`config.mk`:
```
export PLATFORM = sky130hd
export DESIGN_NAME = sram_pwrup_seq
export DESIGN_NICKNAME = d
export VERILOG_FILES = /design/src/rtl/sram_pwrup_pkg.sv /design/src/rtl/sram_pwrup_sync.sv /design/src/rtl/sram_pwrup_timer.sv /design/src/rtl/sram_pwrup_lock.sv /design/src/rtl/sram_pwrup_seq.sv
export SDC_FILE = /design/constraint.sdc
export NUM_CORES = 1
export LEC_CHECK = 0
export CORE_MARGIN = 2
export CORE_UTILIZATION = 35
export DETAILED_ROUTE_END_ITERATION = 10
export HOLD_SLACK_MARGIN = 0.15
export PLACE_DENSITY = 0.61
export SLEW_MARGIN = 20
export SYNTH_ARGS = -nofsm -noshare
export SYNTH_HDL_FRONTEND = slang
export SYNTH_SLANG_ARGS = --single-unit
```
`constraint.sdc`:
```
create_clock -name clk -period 2.2 [get_ports clk]
set_input_delay 0.33 -clock clk [delete_from_list [all_inputs] [get_ports clk]]
set_output_delay 0.33 -clock clk [all_outputs]
set_load 0.05 [all_outputs]
```
`src/rtl/sram_pwrup_pkg.sv`:
```
package sram_pwrup_pkg;

  typedef enum logic [2:0] {
    ST_OFF     = 3'd0,
    ST_CORE    = 3'd1,
    ST_IO      = 3'd2,
    ST_REF     = 3'd3,
    ST_CLKWAIT = 3'd4,
    ST_LOCK    = 3'd5,
    ST_RUN     = 3'd6
  } seq_state_t;

  // Bits needed to hold the values 0..n inclusive.
  function automatic int unsigned cnt_bits(input int unsigned n);
    return (n < 2) ? 1 : $clog2(n + 1);
  endfunction

  // An output whose first active stage is 'first' stays on from there onward.
  function automatic logic stage_reached(input seq_state_t s, input seq_state_t first);
    return (s >= first);
  endfunction

  // True in the three stages that wait for a rail power-good.
  function automatic logic is_rail_stage(input seq_state_t s);
    return (s == ST_CORE) || (s == ST_IO) || (s == ST_REF);
  endfunction

  // Power-good that belongs to the stage currently waiting.
  function automatic logic stage_pg(input seq_state_t s, input logic [2:0] pg);
    case (s)
      ST_CORE: return pg[0];
      ST_IO:   return pg[1];
      ST_REF:  return pg[2];
      default: return 1'b1;
    endcase
  endfunction

endpackage

```
`src/rtl/sram_pwrup_sync.sv`:
```
module sram_pwrup_sync #(
  parameter int WIDTH  = 4,
  parameter int STAGES = 2
) (
  input  logic             clk,
  input  logic             rst,
  input  logic [WIDTH-1:0] din,
  output logic [WIDTH-1:0] dout
);
  logic [WIDTH-1:0] chain [STAGES];

  for (genvar g = 0; g < STAGES; g++) begin : g_stage
    if (g == 0) begin : g_first
      always_ff @(posedge clk) begin
        if (rst) chain[g] <= '0;
        else     chain[g] <= din;
      end
    end else begin : g_next
      always_ff @(posedge clk) begin
        if (rst) chain[g] <= '0;
        else     chain[g] <= chain[g-1];
      end
    end
  end

  assign dout = chain[STAGES-1];
endmodule

```
`src/rtl/sram_pwrup_timer.sv`:
```
module sram_pwrup_timer #(
  parameter int unsigned TIMEOUT_CYCLES = 10000
) (
  input  logic clk,
  input  logic rst,
  input  logic waiting,
  output logic expire
);
  import sram_pwrup_pkg::*;
  localparam int unsigned TW = cnt_bits(TIMEOUT_CYCLES);
  localparam logic [TW-1:0] LAST = TW'(TIMEOUT_CYCLES - 1);

  logic [TW-1:0] cnt;

  always_ff @(posedge clk) begin
    if (rst || !waiting) cnt <= '0;
    else if (cnt != LAST) cnt <= cnt + 1'b1;
  end

  assign expire = waiting && (cnt == LAST);
endmodule

```
`src/rtl/sram_pwrup_lock.sv`:
```
module sram_pwrup_lock #(
  parameter int unsigned LOCK_CYCLES = 1024,
  parameter int unsigned CW = 11
) (
  input  logic          clk,
  input  logic          rst,
  input  logic          active,
  input  logic          clk_ok,
  output logic [CW-1:0] count,
  output logic          done
);
  localparam logic [CW-1:0] TARGET = CW'(LOCK_CYCLES);

  always_ff @(posedge clk) begin
    if (rst || !active || !clk_ok) count <= '0;
    else if (count != TARGET)      count <= count + 1'b1;
  end

  assign done = (count == TARGET);
endmodule

```
`src/rtl/sram_pwrup_seq.sv`:
```
module sram_pwrup_seq #(
  parameter int unsigned LOCK_CYCLES    = 1024,
  parameter int unsigned TIMEOUT_CYCLES = 10000
) (
  input  logic clk,
  input  logic rst,
  input  logic core_pg,
  input  logic io_pg,
  input  logic ref_pg,
  input  logic clk_stable,
  output logic core_en,
  output logic io_en,
  output logic ref_en,
  output logic dll_run,
  output logic ready,
  output logic timeout_err
);
  import sram_pwrup_pkg::*;
  localparam int unsigned LCW = cnt_bits(LOCK_CYCLES);

  seq_state_t state, state_nx;

  // Synchronized status
  logic [3:0] raw_in, sync_out;
  logic       core_pg_s, io_pg_s, ref_pg_s, clk_ok_s;

  assign raw_in = {clk_stable, ref_pg, io_pg, core_pg};

  sram_pwrup_sync #(.WIDTH(4), .STAGES(2)) u_sync (
    .clk  (clk),
    .rst  (rst),
    .din  (raw_in),
    .dout (sync_out)
  );

  assign {clk_ok_s, ref_pg_s, io_pg_s, core_pg_s} = sync_out;

  // Named internal events
  logic             rail_waiting;
  logic             timer_expire;
  logic             lock_active;
  logic             lock_done;
  logic [LCW-1:0]   lock_cnt;
  logic             supplies_good;
  logic             clk_lost;

  assign rail_waiting  = is_rail_stage(state) && !timeout_err &&
                         !stage_pg(state, {ref_pg_s, io_pg_s, core_pg_s});
  assign lock_active   = (state == ST_LOCK) || (state == ST_RUN);
  assign supplies_good = core_pg_s && io_pg_s && ref_pg_s;
  assign clk_lost      = (state == ST_RUN) && !clk_ok_s;

  sram_pwrup_timer #(.TIMEOUT_CYCLES(TIMEOUT_CYCLES)) u_timer (
    .clk     (clk),
    .rst     (rst),
    .waiting (rail_waiting),
    .expire  (timer_expire)
  );

  sram_pwrup_lock #(.LOCK_CYCLES(LOCK_CYCLES), .CW(LCW)) u_lock (
    .clk    (clk),
    .rst    (rst),
    .active (lock_active),
    .clk_ok (clk_ok_s),
    .count  (lock_cnt),
    .done   (lock_done)
  );

  // Sticky timeout flag
  always_ff @(posedge clk) begin
    if (rst)               timeout_err <= 1'b0;
    else if (timer_expire) timeout_err <= 1'b1;
  end

  // Next-state logic
  always_comb begin
    state_nx = state;
    if (!timeout_err) begin
      case (state)
        ST_OFF:     state_nx = ST_CORE;
        ST_CORE:    if (core_pg_s) state_nx = ST_IO;
        ST_IO:      if (io_pg_s)   state_nx = ST_REF;
        ST_REF:     if (ref_pg_s)  state_nx = ST_CLKWAIT;
        ST_CLKWAIT: if (supplies_good && clk_ok_s) state_nx = ST_LOCK;
        ST_LOCK:    if (lock_done && clk_ok_s)     state_nx = ST_RUN;
        ST_RUN:     if (clk_lost)                  state_nx = ST_LOCK;
        default:    state_nx = ST_OFF;
      endcase
    end
  end

  always_ff @(posedge clk) begin
    if (rst) state <= ST_OFF;
    else     state <= state_nx;
  end

  // Output decode from the state register
  assign core_en = stage_reached(state, ST_CORE);
  assign io_en   = stage_reached(state, ST_IO);
  assign ref_en  = stage_reached(state, ST_REF);
  assign dll_run = stage_reached(state, ST_LOCK);
  assign ready   = (state == ST_RUN);

endmodule

```
==> flow_summary.json <==
{
  "synth_fp_nets": 202,
  "grt_pass1_vias": 1125,
  "hold_class": "register to register",
  "finalHoldViolCount": 0,
  "grt_max_degree": 15,
  "worst_pin_slew_ps": 489,
  "rows": 25,
  "status": "complete, no violations",
  "start_util_pct": 36.1,
  "cts_root_buf": "clkbuf_8",
  "rsz0062_at_grt": "no",
  "start_kind": "register",
  "seq_area_frac_synth_pct": 43.5,
  "synthToLayoutAreaGrowth_pct": 16.8,
  "clkSlewWorstSetupHoldPaths_ps": 70,
  "critPathMaxStageDelay_ps": 790,
  "clock_tree.buffer_depth": 2,
  "worst_clock_skew_ps": 5.73,
  "nNetsFinal": 219,
  "ir_worst_vdd_uv": 420,
  "dpl.hpwl_um": 2060,
  "cellPowerDensity_mw_per_mm2": 607,
  "cts_sinks": 37,
  "syn_area_mm2": 0.00170,
  "endpoint_kind": "primary output",
  "wl_per_cell_um": 10.9,
  "path_cells": "a21o_1 > clkdlybuf4s50_1",
  "ys_warn_count": 0,
  "fin_crit_sh_pct": 91.2,
  "die_area_mm2": 0.00544,
  "p_leak_nw": 0.676,
  "grt_pass1_wl_um": 5190,
  "die_y_um": 73.8,
  "synth-edff-count": 0,
  "post_cts_resized": 0,
  "async_flop_share_pct": 0,
  "cts_htree_levels": 2,
  "synth.avg_cell_area_um2": 8.83,
  "drive_above_1_share_pct": 8.53,
  "drv_slew": 0,
  "place.gp.congestion": 0.781,
  "die_x_um": 73.8,
  "synth_cells": 193,
  "min_period_ps": 2010,
  "cts_tree": "done",
  "max_freq_mhz": 499,
  "port_buffers": 11,
  "clk_latency_ps": 280,
  "setup-tns-final_ps": 0,
  "max-cap-violations": 0,
  "setup_viol": 0,
  "synth_cell_types": 43,
  "wl_um": 3030,
  "drt_drc_violations_left": 0,
  "antenna_found_initial": 0,
  "worstPathMaxFanout": 9,
  "finalPower_mw": 1.21,
  "drt_first_iter_violations": 37,
  "firstDrtPassIters": 5,
  "cts_buffers": 5,
  "hold_buffers": 0,
  "gr-total-overflow": 0,
  "crit_family": "buffers and inverters",
  "vias": 1349,
  "core_mm2": 0.00472,
  "cp_num_buf_inv": 1,
  "antenna_cells": 0,
  "arrival_ps": 1680,
  "vias_per_cell": 4.85,
  "drtAntennaViolNets": 0,
  "ios": 12,
  "ys.flop_type": "dfxtp_1",
  "ys_seq_elements": 37,
  "cp_slowest_cell": "clkdlybuf4s50_1",
  "post_cts_buffers": 0,
  "grt.total_usage_pct": 12.5,
  "cp_data_required_time_ps": 1870,
  "path_class": "register to primary output",
  "slew_headroom_pct": 67.3
}
## cell usage in the layout (no fill, tap or decap), drive strengths merged, types with 2 or more instances in the layout
| cell type | count |
|---|---|
| inv | 10 |
| buf | 10 |
| nand4 | 9 |
| clkdlybuf4s50 | 7 |
| mux2i | 3 |
| a21oi | 4 |
| ha | 3 |
| nor2 | 26 |
| nand2 | 9 |
| nor4b | 2 |
| a31oi | 2 |
| or4 | 2 |
| dfxtp | 37 |
| clkbuf | 8 |
| xor2 | 8 |
| xnor2 | 12 |
| nor4 | 5 |
| nor3 | 7 |
| o21ai | 4 |
| nand3b | 2 |
| nor2b | 10 |
| or3 | 3 |
| nand2b | 2 |
| nand3 | 7 |
## cell type report
cell class	count	area, um2
inverter	10	37.5
clock buffer	8	80.1
fill	478	2730
multi-input combinational	139	891
timing repair buffer	17	158
sequential	37	741
tap	67	83.8
## report_power, final
group,total [mW],leakage (nW),switching [mW],internal [mW]
clock,0.446,0.0395,0.221,0.225
sequential,0.688,0.300,0.00741,0.681
combinational,0.0750,0.336,0.0391,0.0359
## Yosys cell counts, types with 3 or more instances
library cell / instances / area share (%)
xor2_1: 8 / 4.1
nor3_1: 7 / 2.1
ha_1: 3 / 2.2
mux2i_1: 3 / 1.8
o21ai_0: 4 / 1.2
or3_1: 3 / 1.1
xnor2_1: 12 / 6.2
nor4_1: 5 / 1.8
nand4_1: 9 / 3.3
dfxtp_1: 37 / 43
nand3_1: 7 / 2.1
nand2_1: 9 / 2.0
nor2b_1: 10 / 3.7
clkbuf_1: 5 / 1.1
nor2_1: 26 / 5.7
inv_1: 10 / 2.2
a21oi_1: 4 / 1.2
## sequential cells by signal, summed over array words and instances, names as in the netlist
signal / count
u_lock.count: 11
timeout_err: 1
u_sync.chain: 8
state: 3
u_timer.cnt: 14
## path summary, 6_finish.rpt
path | start | to | slack (ps) | depth (start not counted)
setup / recovery | state[2] | ref_en | 190 | 2
hold / removal | u_sync.chain[0][1] | u_sync.chain[1][1] | 440 | 1
setup reg to reg | u_timer.cnt[11] | u_timer.cnt[3] | 310 | 4
hold reg to reg | u_sync.chain[0][1] | u_sync.chain[1][1] | 440 | 1
## worst reg2reg max path: cells and delay by family, from the launching register on
family          cells  cell delay, ps
compound gates      2             410
flops               1             340
simple gates        2            1100
## per-layer routing
metal  vias to the layer above  GRT usage [%]  share of wire, %  wire length [um]
met5                         -              0                 0                 0
met4                         0           5.45               1.7                51
met3                         6           4.53               4.4               134
met2                        30           17.9                44              1340
met1                       600           16.8                49              1500
li1                        713              -                 -                 -
## cells by family (layout without fill, tap and decap cells)
family | Yosys count | in the layout | share of synthesized area [%]
simple gates | 90 | 90 | 28.0
mux | 4 | 4 | 2.42
buf+inv | 17 | 35 | 4.26
compound gates | 22 | 22 | 9.40
xor+xnor | 20 | 20 | 10.3
fa+ha+maj | 3 | 3 | 2.20
flops | 37 | 37 | 43.5
## per-stage QoR
stage               util, %  setup slack [ps]  hold slack [ps]  cell area [um2]  std cells
floorplan                 -               476              414             1700        193
global placement       40.5               369              418             1910        270
detailed placement     40.5               297              429             1910        270
CTS                    42.1               182              449             1990        278
global route           42.1               133              455             1990        278
finish                 42.1               194              440             1990        278
No activity file was read; power rests on OpenSTA's default activity.
